[src/rtl/irqc_pkg.sv]
package irqc_pkg;
  localparam int unsigned AW = 12;
  localparam int unsigned DW = 32;

  localparam logic [AW-1:0] OFS_TALLY  = 12'h000;
  localparam logic [AW-1:0] OFS_FIRST  = 12'h004;
  localparam logic [AW-1:0] OFS_FLUSH  = 12'h008;
  localparam logic [AW-1:0] OFS_MASK   = 12'h00C;
  localparam logic [AW-1:0] OFS_UNMASK = 12'h010;

  typedef enum logic [1:0] {
    OP_NONE   = 2'd0,
    OP_FLUSH  = 2'd1,
    OP_MASK   = 2'd2,
    OP_UNMASK = 2'd3
  } reg_op_e;
endpackage

[src/rtl/irqc_state.sv]
module irqc_state
  import irqc_pkg::*;
#(
  parameter int unsigned NSRC = 32,
  localparam int unsigned IW = $clog2(NSRC),
  localparam int unsigned CW = $clog2(NSRC + 1)
) (
  input  logic            clk,
  input  logic            rst_n,
  input  logic [NSRC-1:0] src_i,
  input  reg_op_e         op_i,
  input  logic            idx_ok_i,
  input  logic [IW-1:0]   idx_i,
  output logic [NSRC-1:0] level_o,
  output logic [NSRC-1:0] en_o,
  output logic [CW-1:0]   tally_o
);

  function automatic logic [CW-1:0] ones(input logic [NSRC-1:0] v);
    logic [CW-1:0] n;
    n = '0;
    for (int k = 0; k < NSRC; k++) n = n + CW'(v[k]);
    return n;
  endfunction

  function automatic logic [CW-1:0] next_tally(
    input logic [CW-1:0]   base,
    input logic [NSRC-1:0] was_on,
    input logic [NSRC-1:0] now_on
  );
    return base + ones(now_on & ~was_on) - ones(was_on & ~now_on);
  endfunction

  logic [NSRC-1:0] src_q, level_q, en_q;
  logic [NSRC-1:0] rise_w, fall_w, pick_w;
  logic [NSRC-1:0] level_base_w, level_n_w, en_n_w, act_old_w, act_new_w;
  logic [CW-1:0]   tally_q, tally_n_w;
  logic            flush_w;

  assign flush_w = (op_i == OP_FLUSH);

  for (genvar g = 0; g < NSRC; g++) begin : g_line
    assign rise_w[g]       = src_i[g] & ~src_q[g];
    assign fall_w[g]       = ~src_i[g] & src_q[g];
    assign pick_w[g]       = idx_ok_i && (idx_i == IW'(g));
    assign level_base_w[g] = flush_w ? 1'b0 : level_q[g];
    assign level_n_w[g]    = (level_base_w[g] | rise_w[g]) & ~fall_w[g];
    assign en_n_w[g]       = (op_i == OP_UNMASK) ? (en_q[g] | pick_w[g]) :
                             (op_i == OP_MASK)   ? (en_q[g] & ~pick_w[g]) : en_q[g];

    always_ff @(posedge clk or negedge rst_n) begin
      if (!rst_n) begin
        src_q[g]   <= 1'b0;
        level_q[g] <= 1'b0;
        en_q[g]    <= 1'b0;
      end else begin
        src_q[g]   <= src_i[g];
        level_q[g] <= level_n_w[g];
        en_q[g]    <= en_n_w[g];
      end
    end
  end

  assign act_old_w = flush_w ? '0 : (level_q & en_q);
  assign act_new_w = level_n_w & en_n_w;
  assign tally_n_w = next_tally(flush_w ? '0 : tally_q, act_old_w, act_new_w);

  always_ff @(posedge clk or negedge rst_n) begin
    if (!rst_n) tally_q <= '0;
    else        tally_q <= tally_n_w;
  end

  assign level_o = level_q;
  assign en_o    = en_q;
  assign tally_o = tally_q;

  a_r1_tally_is_population: assert property (@(posedge clk) disable iff (!rst_n)
    tally_q == CW'($countones(level_q & en_q)));

  a_r4_mask_clears_bit: assert property (@(posedge clk) disable iff (!rst_n)
    (op_i == OP_MASK && idx_ok_i) |=> !en_q[$past(idx_i)]);

  a_r3_unmask_sets_bit: assert property (@(posedge clk) disable iff (!rst_n)
    (op_i == OP_UNMASK && idx_ok_i) |=> en_q[$past(idx_i)]);

  a_r5_flush_keeps_enables: assert property (@(posedge clk) disable iff (!rst_n)
    (op_i == OP_FLUSH) |=> (en_q == $past(en_q)));

  a_r6_steady_input_holds: assert property (@(posedge clk) disable iff (!rst_n)
    (src_i == src_q && op_i == OP_NONE) |=> (level_q == $past(level_q)));

endmodule

[src/rtl/irqc_first.sv]
module irqc_first #(
  parameter int unsigned NSRC = 32,
  localparam int unsigned IW = $clog2(NSRC)
) (
  input  logic [NSRC-1:0] act_i,
  output logic [IW-1:0]   idx_o
);
  always_comb begin
    idx_o = '0;
    for (int k = NSRC - 1; k >= 0; k--) begin
      if (act_i[k]) idx_o = IW'(k);
    end
  end
endmodule

[src/rtl/irq_hub.sv]
module irq_hub
  import irqc_pkg::*;
#(
  parameter int unsigned NSRC = 32,
  localparam int unsigned IW = $clog2(NSRC),
  localparam int unsigned CW = $clog2(NSRC + 1)
) (
  input  logic            clk,
  input  logic            rst_n,
  input  logic [NSRC-1:0] src_i,
  input  logic            bus_sel,
  input  logic            bus_wr,
  input  logic [AW-1:0]   bus_addr,
  input  logic [DW-1:0]   bus_wdata,
  output logic [DW-1:0]   bus_rdata,
  output logic            irq_o,
  output logic            fiq_o,
  output logic            bad_access_o
);

  logic            is_rd_w, is_wr_w, rd_ok_w, wr_ok_w, bad_w, idx_ok_w;
  reg_op_e         op_w;
  logic [NSRC-1:0] level_w, en_w, act_w;
  logic [NSRC-1:0] fiq_en_q;
  logic [CW-1:0]   tally_w;
  logic [IW-1:0]   first_w;
  logic            bad_q;

  assign is_rd_w  = bus_sel & ~bus_wr;
  assign is_wr_w  = bus_sel & bus_wr;
  assign rd_ok_w  = (bus_addr == OFS_TALLY) || (bus_addr == OFS_FIRST);
  assign wr_ok_w  = (bus_addr == OFS_FLUSH) || (bus_addr == OFS_MASK) ||
                    (bus_addr == OFS_UNMASK);
  assign bad_w    = (is_rd_w & ~rd_ok_w) | (is_wr_w & ~wr_ok_w);
  assign idx_ok_w = (bus_wdata < DW'(NSRC));

  always_comb begin
    op_w = OP_NONE;
    if (is_wr_w) begin
      unique case (bus_addr)
        OFS_FLUSH:  op_w = OP_FLUSH;
        OFS_MASK:   op_w = OP_MASK;
        OFS_UNMASK: op_w = OP_UNMASK;
        default:    op_w = OP_NONE;
      endcase
    end
  end

  irqc_state #(.NSRC(NSRC)) i_state (
    .clk      (clk),
    .rst_n    (rst_n),
    .src_i    (src_i),
    .op_i     (op_w),
    .idx_ok_i (idx_ok_w),
    .idx_i    (bus_wdata[IW-1:0]),
    .level_o  (level_w),
    .en_o     (en_w),
    .tally_o  (tally_w)
  );

  assign act_w = level_w & en_w;

  irqc_first #(.NSRC(NSRC)) i_first (
    .act_i (act_w),
    .idx_o (first_w)
  );

  always_comb begin
    bus_rdata = '0;
    if (is_rd_w) begin
      if (bus_addr == OFS_TALLY)      bus_rdata = DW'(tally_w);
      else if (bus_addr == OFS_FIRST) bus_rdata = DW'(first_w);
    end
  end

  always_ff @(posedge clk or negedge rst_n) begin
    if (!rst_n) begin
      fiq_en_q <= '0;
      bad_q    <= 1'b0;
    end else begin
      fiq_en_q <= fiq_en_q;
      bad_q    <= bad_q | bad_w;
    end
  end

  assign irq_o        = |act_w;
  assign fiq_o        = |(level_w & fiq_en_q);
  assign bad_access_o = bad_q;

  a_r7_irq_follows_tally: assert property (@(posedge clk) disable iff (!rst_n)
    irq_o == (tally_w != '0));

  a_r8_fiq_quiet: assert property (@(posedge clk) disable iff (!rst_n)
    !fiq_o);

  a_r9_bad_sticky: assert property (@(posedge clk) disable iff (!rst_n)
    bad_q |=> bad_q);

  a_r9_bad_sets: assert property (@(posedge clk) disable iff (!rst_n)
    bad_w |=> bad_q);

  a_r2_idle_index_zero: assert property (@(posedge clk) disable iff (!rst_n)
    !irq_o |-> (first_w == '0));

  a_r11_wide_index_ignored: assert property (@(posedge clk) disable iff (!rst_n)
    (is_wr_w && !idx_ok_w && bus_addr != OFS_FLUSH) |=> (en_w == $past(en_w)));

endmodule

[config.mk]
export PLATFORM = sky130hd
export DESIGN_NAME = irq_hub
export DESIGN_NICKNAME = d
export VERILOG_FILES = /design/src/rtl/irqc_pkg.sv /design/src/rtl/irqc_state.sv /design/src/rtl/irqc_first.sv /design/src/rtl/irq_hub.sv
export SDC_FILE = /design/constraint.sdc
export NUM_CORES = 1
export LEC_CHECK = 0
export ABC_CLOCK_PERIOD_IN_PS = 20000
export BUFFER_PORTS_ARGS = -buffer_cell sky130_fd_sc_hd__buf_2
export CORE_ASPECT_RATIO = 2
export CORE_UTILIZATION = 54
export DETAILED_ROUTE_END_ITERATION = 16
export GPL_TIMING_DRIVEN = 0
export PLACE_DENSITY = 0.75
export SYNTH_ARGS = -nofsm -noshare
export SYNTH_HDL_FRONTEND = slang
export SYNTH_HIERARCHICAL = 1
export SYNTH_SLANG_ARGS = --single-unit
[constraint.sdc]
create_clock -name clk -period 20 [get_ports clk]
set_input_delay 3 -clock clk [delete_from_list [all_inputs] [get_ports clk]]
set_output_delay 3 -clock clk [all_outputs]
set_load 0.1 [all_outputs]
==> qor.yml <==
status: "finished, violations left"
violations: "capacitance limit"
fin_crit_ns: 12.79
ys_ff_latch: 103
gp_congestion: 0.982
first_pass_iters: 5
required_ns: 20.25
cts_resized: 0
wl_per_cell_um: 24.8
slowest_delay_ns: 1.19
finalSetupViolCount: 0
io_buffers: 85
htreeDepth: 3
wl_mm: 32.3
rsz0062_at_grt: "no"
slowest_stage: "nor3_1"
fin_crit_sh_pct: 63.9
hold_path.class: "flop to flop"
die_y_um: 183
vias: 8349
critPathMostFrequentCell: "fa_1"
switching_share_pct: 37.7
clock-root-buffer: "clkbuf_16"
post_cts_buffers: 0
clkSlewWorstSetupHoldPaths_ns: 0.07
clkPwrFrac_pct: 23.8
cp_max_fo: 10
fillCellCount: 1457
maxCapViolCount: 1
fmax_mhz: 78.2
cp-start-kind: "input pin"
grt_start_max_net_pins: 57
vias_per_cell: 6.42
internal_power_mw: 0.492
synth_seq_area_share_pct: 29.3
final.setup.tns_ns: 0
place_area_um2: 9610
combinationalPowerShare_pct: 44.6
synthFlopType: "dfrtp_1"
clock_latency_ns: 0.38
skew_ns: 0.00937
overflow: 0
critPathArrivalTime_ns: 13.04
multiInputGateArea_um2: 5390
peakVddDrop_uv: 174
pwr-share-seq_pct: 31.5
grt_pass1_wl_mm: 47.2
slew_violations: 0
synth.distinct_cells: 80
clockBufferDepth: 2
async_flop_share_pct: 100
core_area_um2: 15900
die_x_um: 92.3
antenna_found_initial: 0
switchingPower_mw: 0.298
final.setup.worst_slack_ns: 7.21
syn-cell-area_um2: 8800
fin_nets: 1249
cellLeakagePower_nw: 4.72
layout-area-overhead-vs-synth_pct: 12.5
slew_headroom_pct: 0.420
antenna_left: 0
drt_drc_violations_left: 0
netlist_instances: 972
layout-drive-gt1-share_pct: 17.5
hold_violations: 0
pre_cts_ws_ns: 7.05
critPathCaptureType: "flop"
final_cell_area_um2: 9900
p_per_area_nw_per_um2: 79.8
initialDrtViolationCount: 588
crit_type: "input pin to flop"
cts_buffers: 9
ios: 115
gr-usage-all-layers_pct: 39.3
cts.sinks: 103
num_rows: 65
diodes: 0
holdWs_ns: 0.468
start_util_pct: 55.5
grt_pass1_vias: 8246
avgSynthCellArea_um2: 9.05
worst_pin_slew_ns: 1.48
cts_tree: "yes"
dp_hpwl_mm: 24.9
die_area_um2: 16800
ys.warnings.count: 6
synth-edff-count: 0
seq_area_um2: 2580
ctsHoldBuffers: 0
==> per-stage QoR <==
step           cells  utilization, %  power [mW]
6_report        1301            62.5       0.790
5_1_grt         1301            62.5       0.845
4_1_cts         1301            62.5       0.793
3_5_place_dp    1285            60.6       0.605
3_3_place_gp    1284            60.4       0.583
2_1_floorplan    998               -       0.524
==> cell families (layout without fill, tap and decap cells) <==
logic type	after synthesis	after routing	synth area share, %
buf+inv	191	293	10.6
other cells	1	27	0.0426
simple gates	376	376	25.6
compound gates	211	211	17.0
mux	6	6	0.697
xor+xnor	6	6	0.753
fa+ha+maj	78	78	16.0
flops	103	103	29.3
==> worst paths after layout <==
check                      slack, ns                  end  depth (start not counted)        startpoint
min in group asynchronous       2.65     i_state/src_q[4]                          1             rst_n
max reg2reg                    12.28   i_state/tally_o[5]                         23  i_state/src_q[1]
max                             7.21   i_state/tally_o[5]                         31       bus_addr[7]
max in group asynchronous      16.62  i_state/level_o[17]                          2             rst_n
min reg2reg                     0.47         bad_access_o                          1      bad_access_o
min                             0.47         bad_access_o                          1      bad_access_o
==> final cells by class <==
class                           instances  share of cell area, %
Clock inverter                          4                  0.531
Buffer                                 74                   4.98
Inverter                              117                   4.43
Sequential cell                       103                   26.0
Clock buffer                           12                   2.49
Tap cell                              201                   2.54
Timing Repair Buffer                   86                   4.60
Multi-Input combinational cell        704                   54.4
==> flip-flops by register name, summed over array words and instances, names as in the netlist <==
signal,flops
bad_access_o,1
i_state/en_o,32
i_state/level_o,32
i_state/src_q,32
i_state/tally_o,6
==> power by group through the flow <==
stage	Combinational [mW]	Clock, mW	Sequential, mW
floorplan	0.277	0	0.247
global placement	0.332	0	0.251
detailed placement	0.353	0	0.252
CTS	0.356	0.189	0.248
global route	0.397	0.198	0.250
finish	0.353	0.188	0.249
==> worst max-delay path: cells and delay by family <==
family / cells / cell delay [ns]
AND/OR/NAND/NOR: 5 / 2.39
buffers and inverters: 10 / 1.59
XOR/XNOR: 1 / 0.23
AO/OA/AOI/OAI: 3 / 0.58
adder cells (fa/ha/maj): 12 / 5.22
==> cells in the final DEF (no fill, tap or decap), types with 37 or more instances in the layout <==
master,count
nand2_1,57
nand4_1,37
nand3_1,40
a21oi_1,59
nor2_1,37
inv_1,117
dfrtp_1,103
fa_1,59
buf_4,42
buf_2,107
==> synth_stat cells, drive strengths merged, types with 11 or more instances <==
cell type  count  area (um2)
nand3         40         200
nor4          16         100
nor2b         22         138
and2          37         236
dfrtp        103        2580
nand2         57         214
nand4         37         231
ha            15         188
o21ai         25         125
nor3          14        75.1
inv          117         439
nor4b         14         123
a21oi         59         295
a211o         13         114
nor2          37         139
o2bb2ai       11        96.3
nand2b        26         165
o31ai         14         119
nand4b        16         140
buf           70         475
fa            59        1180
nor3b         22         186
a31oi         27         169
or4           16         124
==> per-layer routing <==
metal	global-route usage, %	wire (um)
met2	67.0	16000
met3	7.12	2320
met1	40.2	10800
met5	0	0
met4	35.3	3210
Note: power is estimated with default switching activity, not from simulation.
